<file path="src/rtl/irq_agg_pkg.sv">
package irq_agg_pkg;

    localparam int DATA_W = 32;
    localparam int ADDR_W = 12;

    localparam logic [ADDR_W-1:0] OFF_SYS_PEND  = 12'h010;
    localparam logic [ADDR_W-1:0] OFF_SYS_MASK  = 12'h014;
    localparam logic [ADDR_W-1:0] OFF_TMR_CTL   = 12'h240;
    localparam logic [ADDR_W-1:0] OFF_PER_PEND  = 12'h944;
    localparam logic [ADDR_W-1:0] OFF_PER_MASK  = 12'h948;

    typedef enum logic [2:0] {
        SEL_NONE,
        SEL_SYS_PEND,
        SEL_SYS_MASK,
        SEL_TMR_CTL,
        SEL_PER_PEND,
        SEL_PER_MASK
    } reg_sel_e;

    typedef struct packed {
        logic [DATA_W-1:0] pend;
        logic [DATA_W-1:0] mask;
    } periph_state_t;

    typedef struct packed {
        logic [DATA_W-1:0] pend;
        logic [DATA_W-1:0] mask;
        logic [DATA_W-1:0] irq;
    } sys_state_t;

    typedef struct packed {
        logic [DATA_W-1:0] rdata;
    } bus_state_t;

endpackage

</file>
<file path="src/rtl/irq_bus_port.sv">
module irq_bus_port
    import irq_agg_pkg::*;
#(
    parameter int TCLR_BIT = 7
) (
    input  logic              clk,
    input  logic              rst_n,
    input  logic              bus_valid,
    input  logic              bus_write,
    input  logic [ADDR_W-1:0] bus_addr,
    input  logic [DATA_W-1:0] bus_wdata,
    input  logic [DATA_W-1:0] per_pend,
    input  logic [DATA_W-1:0] per_mask,
    input  logic [DATA_W-1:0] sys_pend,
    input  logic [DATA_W-1:0] sys_mask,
    output logic              per_clr_we,
    output logic              per_mask_we,
    output logic              sys_mask_we,
    output logic              tmr_clr_req,
    output logic [DATA_W-1:0] bus_rdata
);

    reg_sel_e   sel;
    bus_state_t st_d, st_q;

    always_comb begin
        unique case (bus_addr)
            OFF_SYS_PEND: sel = SEL_SYS_PEND;
            OFF_SYS_MASK: sel = SEL_SYS_MASK;
            OFF_TMR_CTL:  sel = SEL_TMR_CTL;
            OFF_PER_PEND: sel = SEL_PER_PEND;
            OFF_PER_MASK: sel = SEL_PER_MASK;
            default:      sel = SEL_NONE;
        endcase
    end

    assign per_clr_we  = bus_valid && bus_write && (sel == SEL_PER_PEND);
    assign per_mask_we = bus_valid && bus_write && (sel == SEL_PER_MASK);
    assign sys_mask_we = bus_valid && bus_write && (sel == SEL_SYS_MASK);
    assign tmr_clr_req = bus_valid && bus_write && (sel == SEL_TMR_CTL)
                         && bus_wdata[TCLR_BIT];

    always_comb begin
        st_d = '0;
        if (bus_valid && !bus_write) begin
            case (sel)
                SEL_SYS_PEND: st_d.rdata = sys_pend;
                SEL_SYS_MASK: st_d.rdata = sys_mask;
                SEL_PER_PEND: st_d.rdata = per_pend;
                SEL_PER_MASK: st_d.rdata = per_mask;
                default:      st_d.rdata = '0;
            endcase
        end
    end

    always_ff @(posedge clk) begin
        if (!rst_n) st_q <= '0;
        else        st_q <= st_d;
    end

    assign bus_rdata = st_q.rdata;

endmodule

</file>
<file path="src/rtl/irq_periph_tier.sv">
module irq_periph_tier
    import irq_agg_pkg::*;
#(
    parameter int                         DMA_CH  = 2,
    parameter int                         POS_W   = $clog2(DATA_W),
    parameter logic [DMA_CH*POS_W-1:0]    DMA_POS = {5'd20, 5'd21}
) (
    input  logic              clk,
    input  logic              rst_n,
    input  logic [DATA_W-1:0] evt,
    input  logic [DMA_CH-1:0] dma_req,
    input  logic              clr_we,
    input  logic              mask_we,
    input  logic [DATA_W-1:0] wdata,
    output logic [DATA_W-1:0] pend,
    output logic [DATA_W-1:0] mask,
    output logic              any_d
);

    periph_state_t     st_d, st_q;
    logic [DATA_W-1:0] dma_bits;

    generate
        for (genvar g = 0; g < DATA_W; g++) begin : g_dma_map
            logic [DMA_CH-1:0] hit;
            for (genvar c = 0; c < DMA_CH; c++) begin : g_ch
                assign hit[c] = (DMA_POS[c*POS_W +: POS_W] == POS_W'(g));
            end
            assign dma_bits[g] = |hit;
        end
    endgenerate

    always_comb begin
        st_d = st_q;
        st_d.pend = (st_q.pend & ~(clr_we ? wdata : '0)) | (evt & ~dma_bits);
        for (int c = 0; c < DMA_CH; c++) begin
            st_d.pend[DMA_POS[c*POS_W +: POS_W]] = dma_req[c];
        end
        if (mask_we) st_d.mask = wdata;
    end

    always_ff @(posedge clk) begin
        if (!rst_n) st_q <= '0;
        else        st_q <= st_d;
    end

    assign pend  = st_q.pend;
    assign mask  = st_q.mask;
    assign any_d = |(st_d.pend & st_d.mask);

endmodule

</file>
<file path="src/rtl/irq_sys_tier.sv">
module irq_sys_tier
    import irq_agg_pkg::*;
#(
    parameter int PER_LVL = 24,
    parameter int TMR_LVL = 30
) (
    input  logic              clk,
    input  logic              rst_n,
    input  logic              per_any,
    input  logic              timer_evt,
    input  logic              tmr_clr,
    input  logic              mask_we,
    input  logic [DATA_W-1:0] wdata,
    output logic [DATA_W-1:0] pend,
    output logic [DATA_W-1:0] mask,
    output logic [DATA_W-1:0] irq
);

    sys_state_t st_d, st_q;

    always_comb begin
        st_d = st_q;
        st_d.pend          = '0;
        st_d.pend[PER_LVL] = per_any;
        st_d.pend[TMR_LVL] = timer_evt | (st_q.pend[TMR_LVL] & ~tmr_clr);
        if (mask_we) st_d.mask = wdata;
        st_d.irq = st_d.pend & st_d.mask;
    end

    always_ff @(posedge clk) begin
        if (!rst_n) st_q <= '0;
        else        st_q <= st_d;
    end

    assign pend = st_q.pend;
    assign mask = st_q.mask;
    assign irq  = st_q.irq;

endmodule

</file>
<file path="src/rtl/irq_aggregator.sv">
module irq_aggregator
    import irq_agg_pkg::*;
#(
    parameter int DMA_CH   = 2,
    parameter int PER_LVL  = 24,
    parameter int TMR_LVL  = 30,
    parameter int TCLR_BIT = 7
) (
    input  logic              clk,
    input  logic              rst_n,
    input  logic              bus_valid,
    input  logic              bus_write,
    input  logic [11:0]       bus_addr,
    input  logic [31:0]       bus_wdata,
    output logic [31:0]       bus_rdata,
    input  logic [31:0]       periph_evt,
    input  logic [1:0]        dma_req,
    input  logic              timer_evt,
    output logic [31:0]       cpu_irq
);

    logic [DATA_W-1:0] ppend_w, pmask_w, spend_w, smask_w;
    logic              per_clr_we, per_mask_we, sys_mask_we, tmr_clr_req;
    logic              per_any_d;

    irq_bus_port #(.TCLR_BIT(TCLR_BIT)) u_bus (
        .clk         (clk),
        .rst_n       (rst_n),
        .bus_valid   (bus_valid),
        .bus_write   (bus_write),
        .bus_addr    (bus_addr),
        .bus_wdata   (bus_wdata),
        .per_pend    (ppend_w),
        .per_mask    (pmask_w),
        .sys_pend    (spend_w),
        .sys_mask    (smask_w),
        .per_clr_we  (per_clr_we),
        .per_mask_we (per_mask_we),
        .sys_mask_we (sys_mask_we),
        .tmr_clr_req (tmr_clr_req),
        .bus_rdata   (bus_rdata)
    );

    irq_periph_tier #(.DMA_CH(DMA_CH)) u_per (
        .clk     (clk),
        .rst_n   (rst_n),
        .evt     (periph_evt),
        .dma_req (dma_req),
        .clr_we  (per_clr_we),
        .mask_we (per_mask_we),
        .wdata   (bus_wdata),
        .pend    (ppend_w),
        .mask    (pmask_w),
        .any_d   (per_any_d)
    );

    irq_sys_tier #(.PER_LVL(PER_LVL), .TMR_LVL(TMR_LVL)) u_sys (
        .clk       (clk),
        .rst_n     (rst_n),
        .per_any   (per_any_d),
        .timer_evt (timer_evt),
        .tmr_clr   (tmr_clr_req),
        .mask_we   (sys_mask_we),
        .wdata     (bus_wdata),
        .pend      (spend_w),
        .mask      (smask_w),
        .irq       (cpu_irq)
    );

endmodule

</file>
<file path="config.mk">
export PLATFORM = sky130hd
export DESIGN_NAME = irq_aggregator
export DESIGN_NICKNAME = d
export VERILOG_FILES = /design/src/rtl/irq_agg_pkg.sv /design/src/rtl/irq_bus_port.sv /design/src/rtl/irq_periph_tier.sv /design/src/rtl/irq_sys_tier.sv /design/src/rtl/irq_aggregator.sv
export SDC_FILE = /design/constraint.sdc
export NUM_CORES = 1
export LEC_CHECK = 0
export BUFFER_PORTS_ARGS = -buffer_cell sky130_fd_sc_hd__buf_2
export CAP_MARGIN = 5
export CORE_UTILIZATION = 52
export DETAILED_ROUTE_END_ITERATION = 7
export PLACE_DENSITY_LB_ADDON = 0.08
export SLEW_MARGIN = 20
export SYNTH_ARGS = -nofsm -noshare
export SYNTH_HDL_FRONTEND = slang
export SYNTH_SLANG_ARGS = --single-unit
export TNS_END_PERCENT = 20
</file>
<file path="constraint.sdc">
create_clock -name clk -period 2.85 [get_ports clk]
set_input_delay 0 -clock clk [delete_from_list [all_inputs] [get_ports clk]]
set_output_delay 0 -clock clk [all_outputs]
set_load 0.05 [all_outputs]
</file>
==> impl_summary.log <==
[metrics] Floorplan Core Area: 9860 um2
[metrics] maximum vdd ir drop: 383 uV
[metrics] Syn-to-layout area delta: 41.4%
[metrics] fraction of registers with async set/reset: 0
[metrics] maximum number of buffers from clock root to sink: 2
[metrics] detailed-route wire length: 15,300 um
[metrics] Remaining DRCs: 1
[metrics] unrepaired setup endpoints after global routing: false
[metrics] Seq pwr share: 0.423
[metrics] Port Buffers: 114
[metrics] post-synth top area share: 0.495
[metrics] power density normalized to cell area: 593 nW/um2
[metrics] final worst path period need: 2340 ps
[metrics] type of element launching the critical path: input port
[metrics] dominant cell type by area after synthesis: sky130_fd_sc_hd__dfxtp_1
[metrics] status: complete, but fails checks
[metrics] worst hold stages: 5
[metrics] Non-Filler Instances: 939
[metrics] starting DRC count in detailed routing: 449
[metrics] sink count of the clock tree: 132
[metrics] total global routing track utilization: 0.300
[metrics] total gr overflow: 0
[metrics] post-cts resize count: 0
[metrics] leakage power: 3.10 nW
[metrics] Distinct cells, synth: 45
[metrics] share of post-route cells with drive strength above 1: 0.226
[metrics] part of the total power dissipated in the clock network: 0.492
[metrics] Post-Synthesis Mean Instance Area: 9.19 um2
[metrics] combinational power share: 0.085
[metrics] iteration count of the initial detailed-routing pass: 8
[metrics] ys flop type: sky130_fd_sc_hd__dfxtp_1
[metrics] clock root buffer: sky130_fd_sc_hd__clkbuf_8
[metrics] slew of the pin with the lowest slew margin: 859 ps
[metrics] final-layout fill cell count: 677
[metrics] aggregate negative setup slack: 0 ps
[metrics] number of antenna violations at the first check in global routing: 0
[metrics] maximum clock rate: 0.427 GHz
[metrics] YS warnings: 0
[metrics] Post-CTS Hold Fix Bufs: 98
[metrics] weighted congestion reported at the end of routability-driven placement: 0.810
[metrics] number of synthesized flops with an enable pin: 0
[metrics] Die Y: 103 um
[metrics] cell-internal power: 3.41 mW
[metrics] via count of the first global-routing pass: 5,028
[metrics] number of hold-slack violations in the final timing report: 0
[metrics] average wire length per cell after detail routing: 16.3 um
[metrics] Yosys reg bits: 132
[metrics] netlist area before placement: 5340 um2
[metrics] width of the die: 103 um
[metrics] number of setup buffers added after CTS: 0
[metrics] std cell rows: 36
[metrics] sequential cell area: 2640 um2
[metrics] category of the most critical setup path: in2reg
[metrics] Gate Count Post-Synth: 581
[metrics] total power: 4.48 mW
[metrics] fin crit share: 0.822
[metrics] Max-Slew Margin vs Limit: 0.427
[metrics] data arrival time at the worst-slack endpoint: 2730 ps
[metrics] CTS tree: done
[metrics] Net Sw Power: 1.06 mW
[metrics] global-route wire length before repair: 24,100 um
[metrics] type of element capturing the critical path: flop
[metrics] largest fanout on the critical path: 8
[metrics] violations in the final reports: DRC
[metrics] area of the die: 10,700 um2
[metrics] share of synthesized area occupied by flip-flops and latches: 0.495
[metrics] routed via count: 5,086
[metrics] number of ports placed on the die boundary: 147
[metrics] Switching Fraction: 0.238
[metrics] pin count of the biggest net entering global routing: 50
[metrics] worst-case reg-to-reg path depth: 5
[metrics] antenna-violating nets left: 0
[metrics] detail-routed via count per cell: 5.42
[metrics] setup skew after layout: 7.01 ps
[metrics] required time reported for the critical path endpoint: 3240 ps
[metrics] placed instance count: 809
[metrics] starting density of the core: 0.541
[metrics] Skew-Pair Late Insertion Delay: 510 ps
[metrics] number of nets in the finished design: 876
[metrics] final count of pins violating max slew: 0
[metrics] count of H-tree levels built during CTS: 4
[metrics] DP Wirelength: 9380 um
[metrics] number of CTS-inserted buffers: 17
[metrics] synth top area cells: sky130_fd_sc_hd__dfxtp_1, sky130_fd_sc_hd__nor2_1, sky130_fd_sc_hd__mux2i_1, sky130_fd_sc_hd__a222oi_1, sky130_fd_sc_hd__nand2_1
[metrics] Hold WC Path Type: in2reg
[metrics] count of antenna diodes in the layout: 0
[metrics] Clk pin slew, worst setup/hold paths: 60 ps
[metrics] top library cells by usage in the layout, fill and taps aside: sky130_fd_sc_hd__dfxtp_1, sky130_fd_sc_hd__nor2_1, sky130_fd_sc_hd__buf_2
[metrics] footprint of the multi-input gates: 2390 um2
[metrics] max cap viols: 0
[metrics] final number of setup-violating endpoints: 0
[metrics] most frequent standard cell in the layout excluding fill and tap cells: sky130_fd_sc_hd__dfxtp_1
final cells by class:
type                            instances  area share
Inverter                                4     0.00199
Sequential cell                       132       0.350
Timing Repair Buffer                  230       0.230
Clock inverter                         14      0.0230
Tap cell                              133      0.0220
Clock buffer                           18      0.0567
Multi-Input combinational cell        408       0.316
power by group through the flow:
stage,logic (mW),registers (mW),clock network (mW)
detailed placement,0.256,1.93,0
floorplan,0.194,1.93,0
finish,0.380,1.89,2.20
global route,0.406,1.90,2.31
global placement,0.252,1.93,0
CTS,0.370,1.89,2.21
per-stage QoR:
step	hold slack, ps	instance area, um2	setup WS [ps]	util
global route	62.0	7550	343	0.766
detailed placement	235	5970	323	0.605
finish	30.8	7550	506	0.766
floorplan	118	5450	581	-
CTS	34.7	7550	560	0.766
global placement	225	5970	381	0.605
registers in the layout (all words and copies together), names as in the netlist:
name / count
u_bus.bus_rdata: 32
u_per.mask: 32
u_per.pend: 32
u_sys.irq: 2
u_sys.mask: 32
u_sys.pend: 2
layer usage:
metal / global-route usage / share of wire / routed length, um
met5: 0 / 0 / 0
met4: 0.0975 / 0.015 / 236
met3: 0.0766 / 0.072 / 1090
met2: 0.532 / 0.51 / 7740
met1: 0.352 / 0.41 / 6210
final timing paths:
kind	start	to	slack, ps
min	bus_addr[9]	u_sys.irq[30]	30
max reg2reg	u_per.pend[28]	u_sys.pend[24]	1270
max	bus_valid	u_sys.pend[24]	510
min reg2reg	u_sys.mask[9]	u_sys.mask[9]	460
worst max-delay path, stage by stage:
cell and delay, ps:
sky130_fd_sc_hd__dlygate4sd3_1 530, sky130_fd_sc_hd__buf_2 170, sky130_fd_sc_hd__nand4b_1 270, sky130_fd_sc_hd__nor4_4 390, sky130_fd_sc_hd__buf_4 230, sky130_fd_sc_hd__a21boi_0 130, sky130_fd_sc_hd__o21bai_1 300, sky130_fd_sc_hd__o221ai_1 230
sky130_fd_sc_hd__nor4_2 330, sky130_fd_sc_hd__a21oi_1 130
cell families after synthesis:
| kind of cell | Yosys count | share of synthesized area |
|---|---|---|
| multiplexers | 33 | 0.0619 |
| flip-flops | 132 | 0.495 |
| AO/OA/AOI/OAI | 132 | 0.186 |
| buffers and inverters | 70 | 0.0843 |
| other | 1 | 0.000702 |
| AND/OR/NAND/NOR | 213 | 0.172 |
Yosys cell counts, types with 2 or more instances:
master,number
sky130_fd_sc_hd__nor2_1,120
sky130_fd_sc_hd__o2111ai_1,2
sky130_fd_sc_hd__dfxtp_1,132
sky130_fd_sc_hd__a21oi_1,43
sky130_fd_sc_hd__mux2i_1,33
sky130_fd_sc_hd__o2111ai_2,4
sky130_fd_sc_hd__nand4b_1,2
sky130_fd_sc_hd__clkbuf_1,23
sky130_fd_sc_hd__nor4_2,3
sky130_fd_sc_hd__buf_2,5
sky130_fd_sc_hd__buf_12,2
sky130_fd_sc_hd__nor3_1,2
sky130_fd_sc_hd__a21boi_0,21
sky130_fd_sc_hd__nand2_1,73
sky130_fd_sc_hd__buf_4,32
sky130_fd_sc_hd__inv_1,3
sky130_fd_sc_hd__o21bai_1,21
sky130_fd_sc_hd__a222oi_1,30
sky130_fd_sc_hd__a22oi_1,4
Power figures use the tool's default switching activity.
